## config.mk

```make
export PLATFORM = sky130hd
export DESIGN_NAME = alu_cc_unit
export DESIGN_NICKNAME = d
export VERILOG_FILES = /design/src/rtl/alu_cc_pkg.sv /design/src/rtl/alu_cc_rst_sync.sv /design/src/rtl/alu_cc_core.sv /design/src/rtl/alu_cc_flag_reg.sv /design/src/rtl/alu_cc_branch_eval.sv /design/src/rtl/alu_cc_unit.sv
export SDC_FILE = /design/constraint.sdc
export NUM_CORES = 1
export LEC_CHECK = 0
export ABC_AREA = 1
export BUFFER_PORTS_ARGS = -buffer_cell sky130_fd_sc_hd__buf_2
export CAP_MARGIN = 10
export CORE_MARGIN = 2
export CORE_UTILIZATION = 59
export CTS_BUF_LIST = sky130_fd_sc_hd__clkbuf_8 sky130_fd_sc_hd__clkbuf_16
export CTS_CLUSTER_DIAMETER = 60
export DETAILED_ROUTE_END_ITERATION = 16
export PLACE_DENSITY = 0.82
export SYNTH_ARGS = -nofsm -noshare
export SYNTH_HDL_FRONTEND = slang
export SYNTH_HIERARCHICAL = 1
export SYNTH_SLANG_ARGS = --single-unit
```

## constraint.sdc

```tcl
create_clock -name clk -period 4.65 [get_ports clk]
set_input_delay 0.465 -clock clk [delete_from_list [all_inputs] [get_ports clk]]
set_output_delay 0.465 -clock clk [all_outputs]
set_load 0.02 [all_outputs]
```

## src/rtl/alu_cc_pkg.sv

```systemverilog
package alu_cc_pkg;
  typedef enum logic [1:0] {
    ALU_ADD = 2'd0,
    ALU_SUB = 2'd1,
    ALU_AND = 2'd2,
    ALU_XOR = 2'd3
  } alu_op_e;

  typedef enum logic [3:0] {
    JC_ALWAYS = 4'd0,
    JC_LE     = 4'd1,
    JC_LT     = 4'd2,
    JC_EQ     = 4'd3,
    JC_NE     = 4'd4,
    JC_GE     = 4'd5,
    JC_GT     = 4'd6
  } jcond_e;

  typedef struct packed {
    logic zero;
    logic sign;
    logic ovf;
  } cc_flags_t;

  localparam cc_flags_t CC_RESET = '{zero: 1'b1, sign: 1'b0, ovf: 1'b0};
endpackage

```

## src/rtl/alu_cc_rst_sync.sv

```systemverilog
module alu_cc_rst_sync #(
  parameter int STAGES = 2
) (
  input  logic clk,
  input  logic rst_n,
  output logic rst_sync_n
);
  logic [STAGES-1:0] chain_q;

  always_ff @(posedge clk or negedge rst_n) begin
    if (!rst_n) chain_q <= '0;
    else        chain_q <= {chain_q[STAGES-2:0], 1'b1};
  end

  assign rst_sync_n = chain_q[STAGES-1];
endmodule

```

## src/rtl/alu_cc_core.sv

```systemverilog
module alu_cc_core
  import alu_cc_pkg::*;
#(
  parameter int WIDTH = 32
) (
  input  logic [WIDTH-1:0] op_a,
  input  logic [WIDTH-1:0] op_b,
  input  logic [1:0]       alu_fn,
  output logic [WIDTH-1:0] result,
  output cc_flags_t        flags_next
);
  localparam int MSB = WIDTH - 1;

  logic [WIDTH-1:0] res;
  logic             ovf;

  always_comb begin
    res = '0;
    ovf = 1'b0;
    case (alu_fn)
      ALU_ADD: begin
        res = op_b + op_a;
        ovf = (op_a[MSB] == op_b[MSB]) && (res[MSB] != op_a[MSB]);
      end
      ALU_SUB: begin
        res = op_b - op_a;
        ovf = (op_a[MSB] != op_b[MSB]) && (res[MSB] != op_b[MSB]);
      end
      ALU_AND: res = op_b & op_a;
      default: res = op_b ^ op_a;
    endcase
  end

  assign result          = res;
  assign flags_next.zero = (res == '0);
  assign flags_next.sign = res[MSB];
  assign flags_next.ovf  = ovf;
endmodule

```

## src/rtl/alu_cc_flag_reg.sv

```systemverilog
module alu_cc_flag_reg
  import alu_cc_pkg::*;
(
  input  logic      clk,
  input  logic      rst_n,
  input  logic      load_en,
  input  cc_flags_t flags_d,
  output cc_flags_t flags_q
);
  cc_flags_t flags_nxt;

  always_comb begin
    flags_nxt = flags_q;
    if (load_en) flags_nxt = flags_d;
  end

  always_ff @(posedge clk or negedge rst_n) begin
    if (!rst_n) flags_q <= CC_RESET;
    else        flags_q <= flags_nxt;
  end
endmodule

```

## src/rtl/alu_cc_branch_eval.sv

```systemverilog
module alu_cc_branch_eval
  import alu_cc_pkg::*;
(
  input  cc_flags_t  flags,
  input  logic [3:0] jmp_fn,
  output logic       taken
);
  logic lt;

  always_comb begin
    lt = flags.sign ^ flags.ovf;
    case (jmp_fn)
      JC_ALWAYS: taken = 1'b1;
      JC_LE:     taken = lt | flags.zero;
      JC_LT:     taken = lt;
      JC_EQ:     taken = flags.zero;
      JC_NE:     taken = !flags.zero;
      JC_GE:     taken = !lt;
      JC_GT:     taken = !lt && !flags.zero;
      default:   taken = 1'b0;
    endcase
  end
endmodule

```

## src/rtl/alu_cc_unit.sv

```systemverilog
module alu_cc_unit
  import alu_cc_pkg::*;
#(
  parameter int WIDTH = 32
) (
  input  logic             clk,
  input  logic             rst_n,
  input  logic [WIDTH-1:0] op_a,
  input  logic [WIDTH-1:0] op_b,
  input  logic [1:0]       alu_fn,
  input  logic             set_cc,
  input  logic [3:0]       jmp_fn,
  output logic [WIDTH-1:0] result,
  output logic             flag_zero,
  output logic             flag_sign,
  output logic             flag_ovf,
  output logic             take_branch
);
  logic      rst_int_n;
  cc_flags_t flags_next;
  cc_flags_t flags_cur;

  alu_cc_rst_sync #(.STAGES(2)) rst_sync_i (
    .clk        (clk),
    .rst_n      (rst_n),
    .rst_sync_n (rst_int_n)
  );

  alu_cc_core #(.WIDTH(WIDTH)) core_i (
    .op_a       (op_a),
    .op_b       (op_b),
    .alu_fn     (alu_fn),
    .result     (result),
    .flags_next (flags_next)
  );

  alu_cc_flag_reg flag_reg_i (
    .clk     (clk),
    .rst_n   (rst_int_n),
    .load_en (set_cc),
    .flags_d (flags_next),
    .flags_q (flags_cur)
  );

  alu_cc_branch_eval branch_i (
    .flags  (flags_cur),
    .jmp_fn (jmp_fn),
    .taken  (take_branch)
  );

  assign flag_zero = flags_cur.zero;
  assign flag_sign = flags_cur.sign;
  assign flag_ovf  = flags_cur.ovf;
endmodule

```

# == Word-level counts from Yosys, hierarchy flattened ==
# Index checks and enable logic that the tools add are counted.
# op_classes
addsub,2
n_eq_ne,12
n_mux,3
bitwise,4
reduce_logical,8
# op_table
op,count
$pmux W32 S3,1
$add A32 B32 Y32,1
$and A32 B32 Y32,1
$logic_not A32 Y1,1
$sub A32 B32 Y32,1
$xor A32 B32 Y32,1
$eq A4 B3 Y1 const B,3
$eq A4 B2 Y1 const B,2
$pmux W1 S7,1
$eq A4 B1 Y1 const B,1
$logic_not A4 Y1,1
$logic_and A1 B1 Y1,3
$ne A1 B1 Y1,3
$eq A2 B1 Y1 const B,1
$eq A2 B2 Y1 const B,1
$logic_not A1 Y1,2
$logic_not A2 Y1,1
$pmux W1 S2,1
$eq A1 B1 Y1,1
$or A1 B1 Y1,1
$xor A1 B1 Y1,1
# totals
register_bits,5
inputBits,73
output_inout_bits,36
elab_cells,33

# == Logic depth before layout (Yosys ltp) ==
# depth
word_depth,4
ltp_mapped,23
ltp_nobuf,22

# == Hierarchy ==
# Netlist, hierarchy kept.
# modules_own_cells
module,instances,cells_per_inst,area_each_um2,seq_area_each_um2
alu_cc_core,1,1237,6286.0,0.0
alu_cc_flag_reg,1,13,113.9,76.3
alu_cc_branch_eval,1,23,95.1,0.0
alu_cc_rst_sync,1,3,53.8,50.0

# == Worst setup path after synthesis ==
# OpenSTA, ideal clock, no wires.
# synth_timing
path_type,input -> register
startpoint,in op_b[0]
endpoint,reg flag_reg_i/flags_q[2] (netlist name)
setup_time_ps,60
t_arrival_ps,2529
t_required_ps,4590
slack_ps,2060
cell_stages,18
n_path_buf,0
cell_sequence,inv_1 -> ha_1 -> inv_1 -> fa_1 -> or2_2 -> nand3_1 -> nand4_1 -> nor2_1 -> nand3_1 -> nor2_1 -> nand2_1 -> nor2_1 -> nand3_1 -> nor2_1 -> nand3_1 -> nor2_1 -> nand2_1 -> nand2_1
# synth_lines
element,line_no,source
from (decl),alu_cc_unit.sv:9,"input logic [WIDTH-1:0] op_b,"
to (signal assigned),alu_cc_flag_reg.sv:19,else flags_q <= flags_nxt;
to (decl),alu_cc_flag_reg.sv:8,output cc_flags_t flags_q

# == Final worst setup path ==
# layout_timing
startpoint,in op_b[0]
endpoint,out result[26]
# layout_via
elab_chain_cells,2
elab_cells_between_ends,3
cone_classes,add/sub (2); mux (1)
# layout_lines
element,line_no,source
$sub A32 B32 Y32 or $add A32 B32 Y32 (tied branches),"alu_cc_core.sv:26, alu_cc_core.sv:22",
$pmux W32 S3 (*),alu_cc_core.sv:20,case (alu_fn)
to (decl),alu_cc_unit.sv:13,"output logic [WIDTH-1:0] result,"
# Every way passes the cells marked *; elsewhere a longest branch is shown, timed or not.

==> results.sh <==
export IMPL_status="complete, no violations"
export IMPL_antenna_found_initial=0
export IMPL_crit_buf_inv=5
export IMPL_ir_drop_mv=0.3032
export IMPL_grt_pass1_wl_um=34360
export IMPL_dpl_hpwl_um=18250
export IMPL_fin_tns_setup_ns=0
export IMPL_critPathTopFamily="simple AND/OR/NAND/NOR gates"
export IMPL_total_power_mw=1.087
export IMPL_hold_violations=0
export IMPL_area_growth_syn_to_layout_pct=6.725
export IMPL_cp_max_fo=3
export IMPL_max_freq_mhz=308.6
export IMPL_fp_coreArea_um2=10840
export IMPL_grt_usage=0.3630
export IMPL_ys_async_sr_fraction=1.000
export IMPL_timing_slew_headroom=0.5488
export IMPL_clkTransAtPathRegs_ns=0.04
export IMPL_ctsHoldBuffers=0
export IMPL_syn_area_per_cell_um2=5.132
export IMPL_cts_root_buffer="clkbuf_8"
export IMPL_mostFrequentLayoutCell="nand2_1"
export IMPL_tritoncts="built"
export IMPL_fin_crit_sh=0.6970
export IMPL_synthCells=1276
export IMPL_routabilityCongestion=1.116
export IMPL_placed_area_um2=6943
export IMPL_rows=38
export IMPL_post_drt_wl_per_cell_um=14.62
export IMPL_endpoint_kind="primary output"
export IMPL_drc=0
export IMPL_die_area_um2=11960
export IMPL_cts_resized=0
export IMPL_cts_sinks=5
export IMPL_chipHeight_um=109.4
export IMPL_crit_slowest_cell="fa_1"
export IMPL_min_path_type="input port to asynchronous set/reset pin"
export IMPL_yosys_warnings=6
export IMPL_ios=109
export IMPL_synth_seq_area_share=0.01930
export IMPL_slowest_delay_ns=0.41
export IMPL_synth_seq_cells=5
export IMPL_cts_setup_buffers=0
export IMPL_first_global_vias=7480
export IMPL_n_fill_cell=1166
export IMPL_final_cell_mix="432 x nand2_1, 237 x inv_1, 161 x nand3_1"
export IMPL_portBuffers=108
export IMPL_antenna_cells=0
export IMPL_tightestPinTransition_ns=0.6768
export IMPL_drive_above_1_share=0.1809
export IMPL_ff_latch_area_um2=126.4
export IMPL_clock_path_buffers=2
export IMPL_syn_area_um2=6549
export IMPL_power_density_nw_per_um2=155.5
export IMPL_synth_edf_count=0
export IMPL_gr_total_overflow=0
export IMPL_first_iter_violations=699
export IMPL_slew_viol_final=0
export IMPL_syn_nets=1415
export IMPL_drt_pass1_iterations=5
export IMPL_rsz0062_at_grt="no"
export IMPL_postRouteAntennaNets=0
export IMPL_numCtsBuffers=3
export IMPL_cts_max_level=1
export IMPL_vias=8196
export IMPL_ys_types=43
export IMPL_fin_area_um2=6989
export IMPL_finalCriticalPeriod_ns=3.241
export IMPL_cap_violations=0
export IMPL_hold_ws_ns=0.02541
export IMPL_arrival_ns=2.78
export IMPL_path_cells="buf_2 > inv_1 > ha_1 > inv_1 > fa_1 > nand2_1 > nand2_1 > nand3_1 > nand2_1 > nand2_1 > nand2_1 > nand2_1 > nand2_1 > nand3_1 > nand2_1 > nand2_1 > nand3_1 > nand3_1 > nand2_1 > inv_1 > buf_2"
export IMPL_start_util=0.6041
export IMPL_clk_latency_ns=0.22
export IMPL_avgViaCountPerCell=5.504
export IMPL_synth_flop_cell="dfrtp_1"
export IMPL_crit_type="input port to primary output"
export IMPL_p_leak_nw=4.275
export IMPL_finClkSkew_ns=0.0002242
export IMPL_multiInputGateArea_um2=5084
export IMPL_cp_required_ns=4.18
export IMPL_fin_nets=1489
export IMPL_finalWirelength_um=21770
export IMPL_cp_common_cell="nand2_1"
export IMPL_critPathLaunchType="input port"
export IMPL_die_w_um=109.4
export IMPL_setup_viol=0
export IMPL_grt_start_max_net_pins=32
-- sequential cells by signal, summed over array words and instances, names as in the netlist --
register            cells
flag_reg_i/flags_q      3
rst_sync_i/chain_q      2
-- final timing paths --
path / start / slack, ns / cells after the start / end
setup / recovery: op_b[0] / 1.41 / 21 / result[26]
hold / removal: rst_n / 0.03 / 1 / rst_sync_i/chain_q[0]
setup reg to reg: flag_reg_i/flags_q[2] / 3.93 / 2 / flag_reg_i/flags_q[2]
hold reg to reg: rst_sync_i/chain_q[1] / 0.04 / 0 / flag_reg_i/flags_q[0]
max in group asynchronous: rst_sync_i/chain_q[1] / 4.39 / 0 / flag_reg_i/flags_q[2]
min in group clk: rst_sync_i/chain_q[0] / 0.35 / 0 / rst_sync_i/chain_q[1]
-- cell usage after synthesis (2+ instances only) --
master    instances  area, um^2
a21oi_1          34       170.2
a21oi_2          12       105.1
and2_1            2       12.51
buf_2             9       45.04
buf_4             8       60.06
buf_6            20       225.2
clkbuf_1          5       18.77
clkinv_1          2       7.510
dfrtp_1           4       100.1
fa_1              2       40.04
ha_1             64       800.8
inv_1           237       889.6
inv_2            26       97.59
nand2_1         432        1622
nand2_2          25       156.4
nand2_4           6       67.56
nand3_1         161       805.8
nand3_2           6       60.06
nand3b_1          2       15.01
nand4_1          26       162.7
nor2_1           93       349.1
nor2_2           30       187.7
nor2_4            9       101.4
nor2_8            2       40.04
nor3_1            6       30.03
nor3_2            4       40.04
o21ai_0          23       115.1
o21ai_1           4       20.02
o21bai_1          7       52.55
o21bai_2          2       22.52
-- kinds of logic (layout without fill, tap and decap cells) --
group / Yosys count / in the layout / synth area share
buffers and inverters: 307 / 380 / 0.2052
AND/OR/NAND/NOR: 806 / 806 / 0.5600
AO/OA/AOI/OAI: 89 / 89 / 0.08388
flip-flops: 5 / 5 / 0.01930
adder cells (fa/ha/maj): 66 / 66 / 0.1284
XOR/XNOR: 2 / 2 / 0.002675
other: 1 / 1 / 0.0005726
-- per-stage QoR --
stage	util	std cells	setup WS (ns)
6_report	0.6447	1489	1.409
3_3_place_gp	0.6405	1485	1.501
3_5_place_dp	0.6405	1485	1.453
2_1_floorplan	-	1276	2.060
5_1_grt	0.6447	1489	1.120
4_1_cts	0.6447	1489	1.448
-- area by class of cell --
class	count	share of cell area
Sequential cell	5	0.01808
Timing Repair Buffer	111	0.08056
Tap cell	140	0.02506
Multi-Input combinational cell	964	0.7274
Inverter	265	0.1423
Clock inverter	1	0.0007161
Clock buffer	3	0.005908
-- where the power goes --
group          switching [mW]  internal [mW]  total [mW]  leakage [nW]
registers             0.00284         0.0470      0.0498        0.0597
logic                   0.661          0.297       0.958          4.19
clock network          0.0214         0.0575      0.0789        0.0255
total                   0.685          0.401        1.09          4.28
-- per-layer routing --
layer,up-vias,GRT usage,wire (um)
met2,458,0.6023,9429
met3,85,0.08002,2587
met5,-,0,0
met1,3586,0.4624,8830
met4,0,0.1257,917
li1,4067,-,-
Note: power is estimated with default switching activity, not from simulation.
